### src/rtl/codec_regbank_pkg.sv
// Package: shared constants and slot classification for the codec register bank.
// Assumes the narrow slot numbers and direct register roles below are fixed by
// software convention; only widths and counts are parameters of the modules.
package codec_regbank_pkg;

    // Direct register roles (word index within the window)
    localparam int unsigned REG_INDEX = 0;
    localparam int unsigned REG_DPORT = 1;
    localparam int unsigned REG_RO    = 2;
    localparam int unsigned REG_CTRL  = 4;

    // Narrow slot roles
    localparam int unsigned SLOT_WONLY = 3;
    localparam int unsigned SLOT_ROA   = 11;
    localparam int unsigned SLOT_VER   = 12;
    localparam int unsigned SLOT_ID    = 25;

    // Fixed codes and masks
    localparam logic [7:0]  VER_CODE       = 8'h8A;
    localparam logic [7:0]  ID_CODE        = 8'hA0;
    localparam logic [7:0]  VER_KEEP       = 8'h40;
    localparam logic [31:0] CTRL_KEEP      = 32'h0000_007F;
    localparam int unsigned CTRL_RESET_BIT = 0;

    typedef enum logic [1:0] {
        DK_PLAIN,
        DK_PORT,
        DK_RDONLY,
        DK_CTRL
    } dir_kind_e;

    typedef enum logic [1:0] {
        SK_PLAIN,
        SK_WONLY,
        SK_RDONLY,
        SK_VERSION
    } slot_kind_e;

    // Classify a direct register by its word index
    function automatic dir_kind_e dir_kind_of(input int unsigned r);
        case (r)
            REG_DPORT: return DK_PORT;
            REG_RO:    return DK_RDONLY;
            REG_CTRL:  return DK_CTRL;
            default:   return DK_PLAIN;
        endcase
    endfunction

    // Classify a narrow slot by its number
    function automatic slot_kind_e slot_kind_of(input int unsigned s);
        case (s)
            SLOT_WONLY: return SK_WONLY;
            SLOT_ROA:   return SK_RDONLY;
            SLOT_ID:    return SK_RDONLY;
            SLOT_VER:   return SK_VERSION;
            default:    return SK_PLAIN;
        endcase
    endfunction

    // Reset value of a narrow slot
    function automatic logic [7:0] slot_reset_of(input int unsigned s);
        case (s)
            SLOT_VER: return VER_CODE;
            SLOT_ID:  return ID_CODE;
            default:  return 8'h00;
        endcase
    endfunction

endpackage

### src/rtl/crb_addr_decode.sv
// Module: write decoder. Turns the word select and write strobe into one-hot
// per-register write strobes, the data-port write and the soft-reset pulse.
// Assumes DIR_COUNT equals 2**SEL_W so every select value names a register.
module crb_addr_decode
    import codec_regbank_pkg::*;
#(
    parameter int unsigned DIR_COUNT = 16,
    parameter int unsigned SEL_W     = $clog2(DIR_COUNT)
) (
    input  logic                 bus_wr_en,
    input  logic [SEL_W-1:0]     sel,
    input  logic                 reset_bit,
    output logic [DIR_COUNT-1:0] wr_hit,
    output logic                 port_wr,
    output logic                 soft_rst
);

    // One-hot write strobe for the selected direct register
    always_comb begin
        wr_hit = '0;
        if (bus_wr_en) begin
            wr_hit[sel] = 1'b1;
        end
    end

    // Data-port write and soft-reset request derived from the strobes
    always_comb begin
        port_wr  = wr_hit[REG_DPORT];
        soft_rst = wr_hit[REG_CTRL] && reset_bit;
    end

endmodule

### src/rtl/crb_direct_bank.sv
// Module: direct register file. One slot per word of the window, built by
// generate according to its role: plain storage, masked control register,
// or no storage (data port and read-only register, which view as zero here).
// Assumes the soft reset never coincides with a write to a plain register,
// since the soft reset is itself a write to the control register.
module crb_direct_bank
    import codec_regbank_pkg::*;
#(
    parameter int unsigned DIR_COUNT = 16,
    parameter int unsigned DIR_W     = 32
) (
    input  logic                            clk,
    input  logic                            rst_n,
    input  logic [DIR_COUNT-1:0]            wr_hit,
    input  logic [DIR_W-1:0]                wdata,
    input  logic                            soft_rst,
    output logic [DIR_COUNT-1:0][DIR_W-1:0] view
);

    localparam logic [DIR_W-1:0] CTRL_MASK = DIR_W'(CTRL_KEEP);

    for (genvar g = 0; g < DIR_COUNT; g++) begin : g_reg
        localparam dir_kind_e KIND = dir_kind_of(g);

        if (KIND == DK_PLAIN) begin : g_plain
            logic [DIR_W-1:0] q;
            // Full-width storage, cleared by either reset
            always_ff @(posedge clk) begin
                if (!rst_n) begin
                    q <= '0;
                end else if (wr_hit[g]) begin
                    q <= wdata;
                end else if (soft_rst) begin
                    q <= '0;
                end
            end
            assign view[g] = q;
        end else if (KIND == DK_CTRL) begin : g_ctrl
            logic [DIR_W-1:0] q;
            // Control register keeps only its masked bits, even on soft reset
            always_ff @(posedge clk) begin
                if (!rst_n) begin
                    q <= '0;
                end else if (wr_hit[g]) begin
                    q <= wdata & CTRL_MASK;
                end
            end
            assign view[g] = q;
        end else begin : g_none
            wire hit_unused = wr_hit[g];
            assign view[g] = '0;
        end
    end

endmodule

### src/rtl/crb_indirect_bank.sv
// Module: narrow slot file reached through the data port. Each slot is built
// by generate per its role: plain, write-only (stored but views as zero),
// read-only constant, or version slot with one writable bit.
// Assumes IND_COUNT equals 2**IDX_W and is large enough to hold every role.
module crb_indirect_bank
    import codec_regbank_pkg::*;
#(
    parameter int unsigned IND_COUNT = 32,
    parameter int unsigned IND_W     = 8,
    parameter int unsigned IDX_W     = $clog2(IND_COUNT)
) (
    input  logic             clk,
    input  logic             rst_n,
    input  logic             soft_rst,
    input  logic             port_wr,
    input  logic [IDX_W-1:0] idx,
    input  logic [IND_W-1:0] wdata,
    output logic [IND_W-1:0] rd_data
);

    localparam logic [IND_W-1:0] KEEP = IND_W'(VER_KEEP);
    localparam logic [IND_W-1:0] VER  = IND_W'(VER_CODE);

    logic [IND_COUNT-1:0][IND_W-1:0] view;

    for (genvar g = 0; g < IND_COUNT; g++) begin : g_slot
        localparam slot_kind_e       KIND = slot_kind_of(g);
        localparam logic [IND_W-1:0] RV   = IND_W'(slot_reset_of(g));

        if (KIND == SK_PLAIN) begin : g_plain
            logic             q;
            logic [IND_W-1:0] d;
            assign q = port_wr && (idx == IDX_W'(g));
            // Plain slot: store written byte, clear on either reset
            always_ff @(posedge clk) begin
                if (!rst_n) begin
                    d <= RV;
                end else if (q) begin
                    d <= wdata;
                end else if (soft_rst) begin
                    d <= RV;
                end
            end
            assign view[g] = d;
        end else if (KIND == SK_WONLY) begin : g_wonly
            logic             hit;
            logic [IND_W-1:0] store_unused;
            assign hit = port_wr && (idx == IDX_W'(g));
            // Write-only slot: value kept for the converter side, never read back
            always_ff @(posedge clk) begin
                if (!rst_n) begin
                    store_unused <= RV;
                end else if (hit) begin
                    store_unused <= wdata;
                end else if (soft_rst) begin
                    store_unused <= RV;
                end
            end
            assign view[g] = '0;
        end else if (KIND == SK_VERSION) begin : g_ver
            logic             hit;
            logic [IND_W-1:0] d;
            assign hit = port_wr && (idx == IDX_W'(g));
            // Version slot: one writable bit, version code forced on every write
            always_ff @(posedge clk) begin
                if (!rst_n) begin
                    d <= RV;
                end else if (hit) begin
                    d <= (wdata & KEEP) | VER;
                end else if (soft_rst) begin
                    d <= RV;
                end
            end
            assign view[g] = d;
        end else begin : g_ro
            assign view[g] = RV;
        end
    end

    // Read port: the slot chosen by the current pointer
    always_comb begin
        rd_data = view[idx];
    end

endmodule

### src/rtl/codec_regbank.sv
// Module: top of the codec control register bank. Decodes the word-addressed
// bus, holds the direct registers and the narrow slots, and muxes read data.
// Assumes a single-cycle bus: reads are combinational, writes land on the edge.
module codec_regbank
    import codec_regbank_pkg::*;
#(
    parameter int unsigned DIR_COUNT = 16,
    parameter int unsigned DIR_W     = 32,
    parameter int unsigned IND_COUNT = 32,
    parameter int unsigned IND_W     = 8,
    localparam int unsigned SEL_W    = $clog2(DIR_COUNT),
    localparam int unsigned IDX_W    = $clog2(IND_COUNT),
    localparam int unsigned ADDR_W   = SEL_W + 2
) (
    input  logic              clk,
    input  logic              rst_n,
    input  logic              bus_wr_en,
    input  logic [ADDR_W-1:0] bus_addr,
    input  logic [DIR_W-1:0]  bus_wdata,
    output logic [DIR_W-1:0]  bus_rdata,
    output logic              irq_o
);

    logic [SEL_W-1:0]                sel;
    logic [DIR_COUNT-1:0]            wr_hit;
    logic                            port_wr;
    logic                            soft_rst;
    logic [DIR_COUNT-1:0][DIR_W-1:0] dir_view;
    logic [IDX_W-1:0]                cur_index;
    logic [IND_W-1:0]                ind_rd;

    // Word select from the byte address; the byte lanes are not decoded
    assign sel = bus_addr[ADDR_W-1:2];
    wire addr_lsb_unused = ^bus_addr[1:0];

    crb_addr_decode #(
        .DIR_COUNT (DIR_COUNT),
        .SEL_W     (SEL_W)
    ) dec_i (
        .bus_wr_en (bus_wr_en),
        .sel       (sel),
        .reset_bit (bus_wdata[CTRL_RESET_BIT]),
        .wr_hit    (wr_hit),
        .port_wr   (port_wr),
        .soft_rst  (soft_rst)
    );

    crb_direct_bank #(
        .DIR_COUNT (DIR_COUNT),
        .DIR_W     (DIR_W)
    ) dir_i (
        .clk      (clk),
        .rst_n    (rst_n),
        .wr_hit   (wr_hit),
        .wdata    (bus_wdata),
        .soft_rst (soft_rst),
        .view     (dir_view)
    );

    // Pointer into the narrow slots
    assign cur_index = dir_view[REG_INDEX][IDX_W-1:0];

    crb_indirect_bank #(
        .IND_COUNT (IND_COUNT),
        .IND_W     (IND_W),
        .IDX_W     (IDX_W)
    ) ind_i (
        .clk      (clk),
        .rst_n    (rst_n),
        .soft_rst (soft_rst),
        .port_wr  (port_wr),
        .idx      (cur_index),
        .wdata    (bus_wdata[IND_W-1:0]),
        .rd_data  (ind_rd)
    );

    // Read mux: data port shows the selected slot, others their own register
    always_comb begin
        if (sel == SEL_W'(REG_DPORT)) begin
            bus_rdata = DIR_W'(ind_rd);
        end else begin
            bus_rdata = dir_view[sel];
        end
    end

    // Interrupt is not used by this bank
    assign irq_o = 1'b0;

endmodule

### config.mk
export PLATFORM = sky130hd
export DESIGN_NAME = codec_regbank
export DESIGN_NICKNAME = d
export VERILOG_FILES = /design/src/rtl/codec_regbank_pkg.sv /design/src/rtl/crb_addr_decode.sv /design/src/rtl/crb_direct_bank.sv /design/src/rtl/crb_indirect_bank.sv /design/src/rtl/codec_regbank.sv
export SDC_FILE = /design/constraint.sdc
export NUM_CORES = 1
export LEC_CHECK = 0
export ABC_AREA = 1
export BUFFER_PORTS_ARGS = -buffer_cell sky130_fd_sc_hd__buf_2
export CAP_MARGIN = 30
export CORE_MARGIN = 4
export CORE_UTILIZATION = 45
export CTS_CLUSTER_DIAMETER = 100
export DETAILED_ROUTE_END_ITERATION = 7
export SLEW_MARGIN = 20
export SYNTH_ARGS = -nofsm -noshare
export SYNTH_HDL_FRONTEND = slang
export SYNTH_HIERARCHICAL = 1
export SYNTH_SLANG_ARGS = --single-unit
### constraint.sdc
create_clock -name clk -period 2.45 [get_ports clk]
set_clock_uncertainty 0.15 [all_clocks]
set_input_delay 0.6125 -clock clk [delete_from_list [all_inputs] [get_ports clk]]
set_output_delay 0.6125 -clock clk [all_outputs]
set_load 0.01 [all_outputs]
==> results_dict.tcl, run 1 <==
set metrics [dict create \
    antenna_found_initial 1 \
    rsz0062_at_grt "true" \
    numCtsBuffers 75 \
    vias_per_cell 5.36 \
    drv_cap 0 \
    cts_tree "yes" \
    grt_pass1_vias 31946 \
    drtIter0Drc 3535 \
    row_count 98 \
    dpl.hpwl_um 74500 \
    max_stage_delay_ps 380 \
    dp_cells 6231 \
    tightest_slew_ps 838 \
    fin_cells 6456 \
    relSlewSlack_pct 44.0 \
    seqPwrFrac_pct 42.5 \
    grt_pass1_wl_um 186000 \
    vias 34627 \
    finalWeightedCongestion 0.898 \
    grt.total_usage_pct 30.0 \
    p_int_uw 18700 \
    insertion_delay_ps 630 \
    final_cell_mix "nand2_1, dfxtp_1, a21oi_1, nand3_1, inv_1" \
    max_clock_freq_mhz 303 \
    peakVddDrop_v 0.000570 \
    worst_ep_arrival_time_ps 2540 \
    dr.pass1.iters 6 \
    routed_wl_um 122000 \
    grt_start_max_net_pins 85 \
    fin_nets 5485 \
    drtAntennaViolNets 0 \
    final_common_cell "nand2_1" \
    setup_viol 40 \
    syn_area_per_cell_um2 6.27 \
    start_util_pct 45.7 \
    clk_root_buffer_cell "clkbuf_16" \
    setup.worst_path.end_class "output pin" \
    syn_area_um2 32900 \
    run_status "finished, violations left" \
    worstPathRequired_ps 1690 \
    slowest_stage "dfxtp_4" \
    setup_slack_ps -853 \
    gr-total-overflow 0 \
    detail_route.wl_per_cell_um 18.9 \
    p_leak_uw 0.0168 \
    finalCritPeriodShare_pct 135 \
    finalHoldViolCount 0 \
    path_common_cell "buf_6" \
    cts.path.max_buffers 3 \
    layout-drive-gt1-share_pct 19.5 \
    cp.buffers_inverters 5 \
    ys_warn_count 6 \
    pwr-share-clk_pct 46.4 \
    crit_chain "buf_6, nor2_4, buf_6, buf_6, buf_6, nand2_1, nand3_2, nand2_2, nand3_2, nor2_1, nor2_1, nor2_1, a21oi_2, buf_2" \
    die_x_um 278 \
    dieArea_um2 77500 \
    layout_min_cycle_time_ps 3300 \
    crit_path_start_kind "flop" \
    p_total_uw 25100 \
    syn_inst 5244 \
    violations "setup timing" \
    place_ws_ps -672 \
    slew_viol_final 0 \
    fp.coreArea_um2 72000 \
    switchingPower_uw 6450 \
    p_sw_share_pct 25.7 \
    port-buffer-count 70 \
    cts_sinks 648 \
    drc 0 \
    crit_family "buffers and inverters" \
    ios 74 \
    clk_pin_slew_worst_paths_ps 60 \
    area_delta_synth_final_pct 28.7 \
    combPwrFrac_pct 11.2 \
    die_h_um 278 \
    criticalPathCategory "flop to output pin" \
    htreeDepth 3 \
    power_density_nw_per_um2 593 \
    min-delay-path-class "primary input to flop" \
    path_max_fanout 6 \
]
path summary, 6_finish.rpt:
kind	start	endpoint	slack, ps	depth (start not counted)
hold reg to reg	dir_i/g_reg[5].g_plain.q[8]$_SDFFE_PN0P_	dir_i/g_reg[5].g_plain.q[8]$_SDFFE_PN0P_	310	2
setup / recovery	dir_i/g_reg[0].g_plain.q[0]$_SDFFE_PN0P_	bus_rdata[1]	-850	14
setup reg to reg	dir_i/g_reg[0].g_plain.q[0]$_SDFFE_PN0P_	ind_i/g_slot[17].g_plain.d[2]$_SDFFE_PN0P_	330	8
hold / removal	bus_wdata[2]	dir_i/g_reg[5].g_plain.q[2]$_SDFFE_PN0P_	190	3
area by class of cell:
cell class,instances,area (um2)
Timing Repair Buffer,534,6190
Clock inverter,24,334
Antenna cell,2,5.00
Sequential cell,648,13000
Inverter,449,1730
Clock buffer,113,2200
Tap cell,950,1190
Multi-Input combinational cell,3735,17700
Fill cell,6772,29600
Timing Repair inverter,1,16.3
what timing repair did:
item | 4_1_cts | 5_1_grt
setup buffers | 55 | 17
cloned | 32 | 6
hold buffers | 0 | 0
endpoints found under the setup margin | 32 | 37
pin swaps | 149 | 157
resized for setup | 317 | 260
through the flow:
stage	setup TNS (ps)	instance area (um2)	hold slack (ps)	utilization (%)
2_1_floorplan	0	33200	287	-
3_3_place_gp	-108240	36200	294	50.3
3_5_place_dp	-77010	36300	299	50.5
4_1_cts	-15370	41400	164	57.5
5_1_grt	-18490	42300	187	58.8
6_report	-16830	42300	193	58.8
state kept, by name, summed over array words and instances, names as in the netlist:
| signal | count |
|---|---|
| dir_i/g.g_ctrl.q | 7 |
| dir_i/g.g_plain.q | 416 |
| ind_i/g_slot.g_ver.d | 1 |
| ind_i/g_slot.g_plain.d | 224 |
layer usage:
layer / GRT usage (%) / part of all wire (%) / vias to the layer above
met5: 0 / 0 / -
met4: 10.3 / 3.8 / 0
met3: 4.87 / 7.8 / 304
met2: 47.1 / 45 / 1394
met1: 41.9 / 44 / 16172
li1: - / - / 16757
worst reg2reg max path: cells and delay by family (launching register included):
| family | cells | cell delay (ps) |
|---|---|---|
| compound gates | 1 | 60 |
| buf+inv | 3 | 630 |
| flops | 1 | 410 |
| simple gates | 4 | 750 |
power by group through the flow:
stage               clock [uW]  combinational [uW]  sequential, uW
CTS                      11800                2610           10700
floorplan                    0                1280           10900
global placement             0                2150           10900
detailed placement           0                2160           10900
global route             12300                2960           10700
finish                   11600                2800           10700
No activity file was read; power rests on OpenSTA's default activity.
==> run 2, diff against run 1 <==
==> constraint.sdc (replaced) <==
create_clock -name clk -period 2.7 [get_ports clk]
set_clock_uncertainty 0.15 [all_clocks]
set_input_delay 0.675 -clock clk [delete_from_list [all_inputs] [get_ports clk]]
set_output_delay 0.675 -clock clk [all_outputs]
set_load 0.01 [all_outputs]
==> run 2 against run 1 <==
The run still ends with setup timing left. Largest cell class unchanged. Critical endpoint is now bus_rdata[3]. Highest routed layer is now met5. Routed wire length decreased by 0.83%. Largest power group unchanged. Total power shrank 11%. Non-clock buffer count is 45 lower.
==> results_dict.tcl, run 2 (synthesis gave the netlist of run 1 again) <==
set metrics [dict create \
    run_status "finished, violations left" \
    violations "setup timing" \
    top_regs "dir_i/g.g_plain.q: 416 flops, ind_i/g_slot.g_plain.d: 224 flops, dir_i/g.g_ctrl.q: 7 flops" \
    min-delay-path-class "primary input to flop" \
    path_common_cell "buf_6" \
    crit_chain "buf_6, nor2_4, buf_12, buf_6, nand3_2, nand2_2, nor2_1, nand2_1, nor2_2, nor2_1, buf_4, nor2_2, a21oi_1, buf_4, buf_6" \
    finalCritPeriodShare_pct 127 \
    dieArea_um2 77500 \
    cts.path.max_buffers 3 \
    dr.pass1.iters 6 \
    antenna_found_initial 2 \
    drtAntennaViolNets 0 \
    worst_ep_arrival_time_ps 2600 \
    max_clock_freq_mhz 292 \
    relSlewSlack_pct 49.8 \
    grt.total_usage_pct 29.7 \
    path_max_fanout 7 \
    place_ws_ps -474 \
    crit_path_start_kind "flop" \
    routed_wl_um 121000 \
    min_to "dir_i/g_reg[7].g_plain.q[4]$_SDFFE_PN0P_" \
    grt_start_max_net_pins 76 \
    final_common_cell "nand2_1" \
    worstPathRequired_ps 1880 \
    rsz0062_at_grt "true" \
    drv_cap 0 \
    p_leak_uw 0.0163 \
    port-buffer-count 70 \
    p_total_uw 22400 \
    criticalPathCategory "flop to output pin" \
    slowest_stage "dfxtp_4" \
    ios 74 \
    start_util_pct 45.7 \
    setup_slack_ps -723 \
    clk_pin_slew_worst_paths_ps 60 \
    gr-total-overflow 0 \
    numCtsBuffers 75 \
    cts_tree "yes" \
    row_count 98 \
    grt_pass1_wl_um 184000 \
    layout-drive-gt1-share_pct 16.8 \
    power_density_nw_per_um2 541 \
    finalHoldViolCount 0 \
    drtIter0Drc 3707 \
    drc 0 \
    vias 34335 \
    hold_depth 3 \
    largest_reg_flops 416 \
    r2r_cells 11 \
    layout_min_cycle_time_ps 3420 \
    final_cell_mix "nand2_1, dfxtp_1, a21oi_1, nand3_1, inv_1" \
    die_h_um 278 \
    fin_util_pct 57.5 \
    setup_viol 32 \
    ff2ff_setup_slack_ps 580 \
    dpl.hpwl_um 71700 \
    vias_per_cell 5.36 \
    slew_viol_final 0 \
    tightest_slew_ps 751 \
    htreeDepth 3 \
    clk_root_buffer_cell "clkbuf_16" \
    crit_family "buffers and inverters" \
    nFillCells 6839 \
    fp.coreArea_um2 72000 \
    peakVddDrop_v 0.000607 \
    cts_sinks 648 \
    r2r-end "ind_i/g_slot[30].g_plain.d[6]$_SDFFE_PN0P_" \
    finalWeightedCongestion 0.895 \
    max_stage_delay_ps 370 \
    regMostFlops "dir_i/g.g_plain.q" \
    insertion_delay_ps 620 \
    area_delta_synth_final_pct 25.8 \
    timing.hold.ws_ps 255 \
    die_x_um 278 \
    grt_pass1_vias 30835 \
    hp-start "bus_wdata[4]" \
    setup.worst_path.end_class "output pin" \
    r2r_start "dir_i/g_reg[0].g_plain.q[0]$_SDFFE_PN0P_" \
    cp.buffers_inverters 6 \
    detail_route.wl_per_cell_um 18.9 \
    fin_nets 5441 \
]
## run 2: changes by cell type in the layout (fill, tap and decap cells not counted), sizes merged
cell and change:
clkbuf +3, clkinvlp -2, inv -3, diode -1, bufinv -2, clkinv -3, buf -47
## run 2: worst reg2reg max path: cells and delay by family, from the launching register on
kind	cells	cell delay (ps)
simple gates	4	490
buf+inv	6	870
compound gates	1	160
flops	1	370
## run 2: area by class of cell
class,instances,area (um2),area share [%]
timing repair inverter,2,38.8,0.0938
multi-input combinational,3735,17200,41.7
inverter,449,1750,4.22
clock buffer,114,2240,5.41
timing repair buffer,489,5720,13.8
sequential,648,13000,31.4
tap,950,1190,2.87
antenna,1,2.50,0.00605
clock inverter,13,205,0.496
## run 2: worst max path at each step
stage / cells after the start / slack, ps / start / end
after global routing: 16 / -810 / dir_i/g_reg[0].g_plain.q[0]$_SDFFE_PN0P_ / bus_rdata[7]
after CTS: 15 / -700 / dir_i/g_reg[0].g_plain.q[0]$_SDFFE_PN0P_ / bus_rdata[3]
after floorplan: 7 / 240 / bus_addr[5] / bus_rdata[18]
final: 15 / -720 / dir_i/g_reg[0].g_plain.q[3]$_SDFFE_PN0P_ / bus_rdata[3]
after detailed placement: 12 / -470 / dir_i/g_reg[0].g_plain.q[1]$_SDFFE_PN0P_ / bus_rdata[0]
after global placement: 12 / -520 / dir_i/g_reg[0].g_plain.q[1]$_SDFFE_PN0P_ / bus_rdata[0]
## run 2: routing by layer
metal / global-route usage (%) / share of wire, % / up-vias
met2: 48.1 / 45 / 1446
met5: 0 / 0.011 / -
li1: - / - / 16645
met3: 3.94 / 8.0 / 259
met4: 8.75 / 3.2 / 2
met1: 41.6 / 43 / 15983
## run 2: power by group
part / internal, uW / total, uW / switching [uW]
Clock: 6160 / 10300 / 4150
Combinational: 878 / 2400 / 1520
Sequential: 9640 / 9680 / 40.9
Total: 16700 / 22400 / 5710
## run 2: what timing repair did
item / CTS / global route
setup endpoints to repair: 32 / 32
resized for setup: 245 / 188
cloned: 29 / 6
pin swaps: 96 / 90
buffers inserted: 33 / 13
hold buffers: 0 / 0
## run 2: per-stage QoR
step	cell area [um2]	setup TNS, ps	std cells
after floorplan	33200	0	5324
after global placement	36000	-83890	6190
after detailed placement	36100	-41070	6198
after CTS	40500	-6790	6385
after global routing	41400	-9430	6401
final	41400	-7510	6401
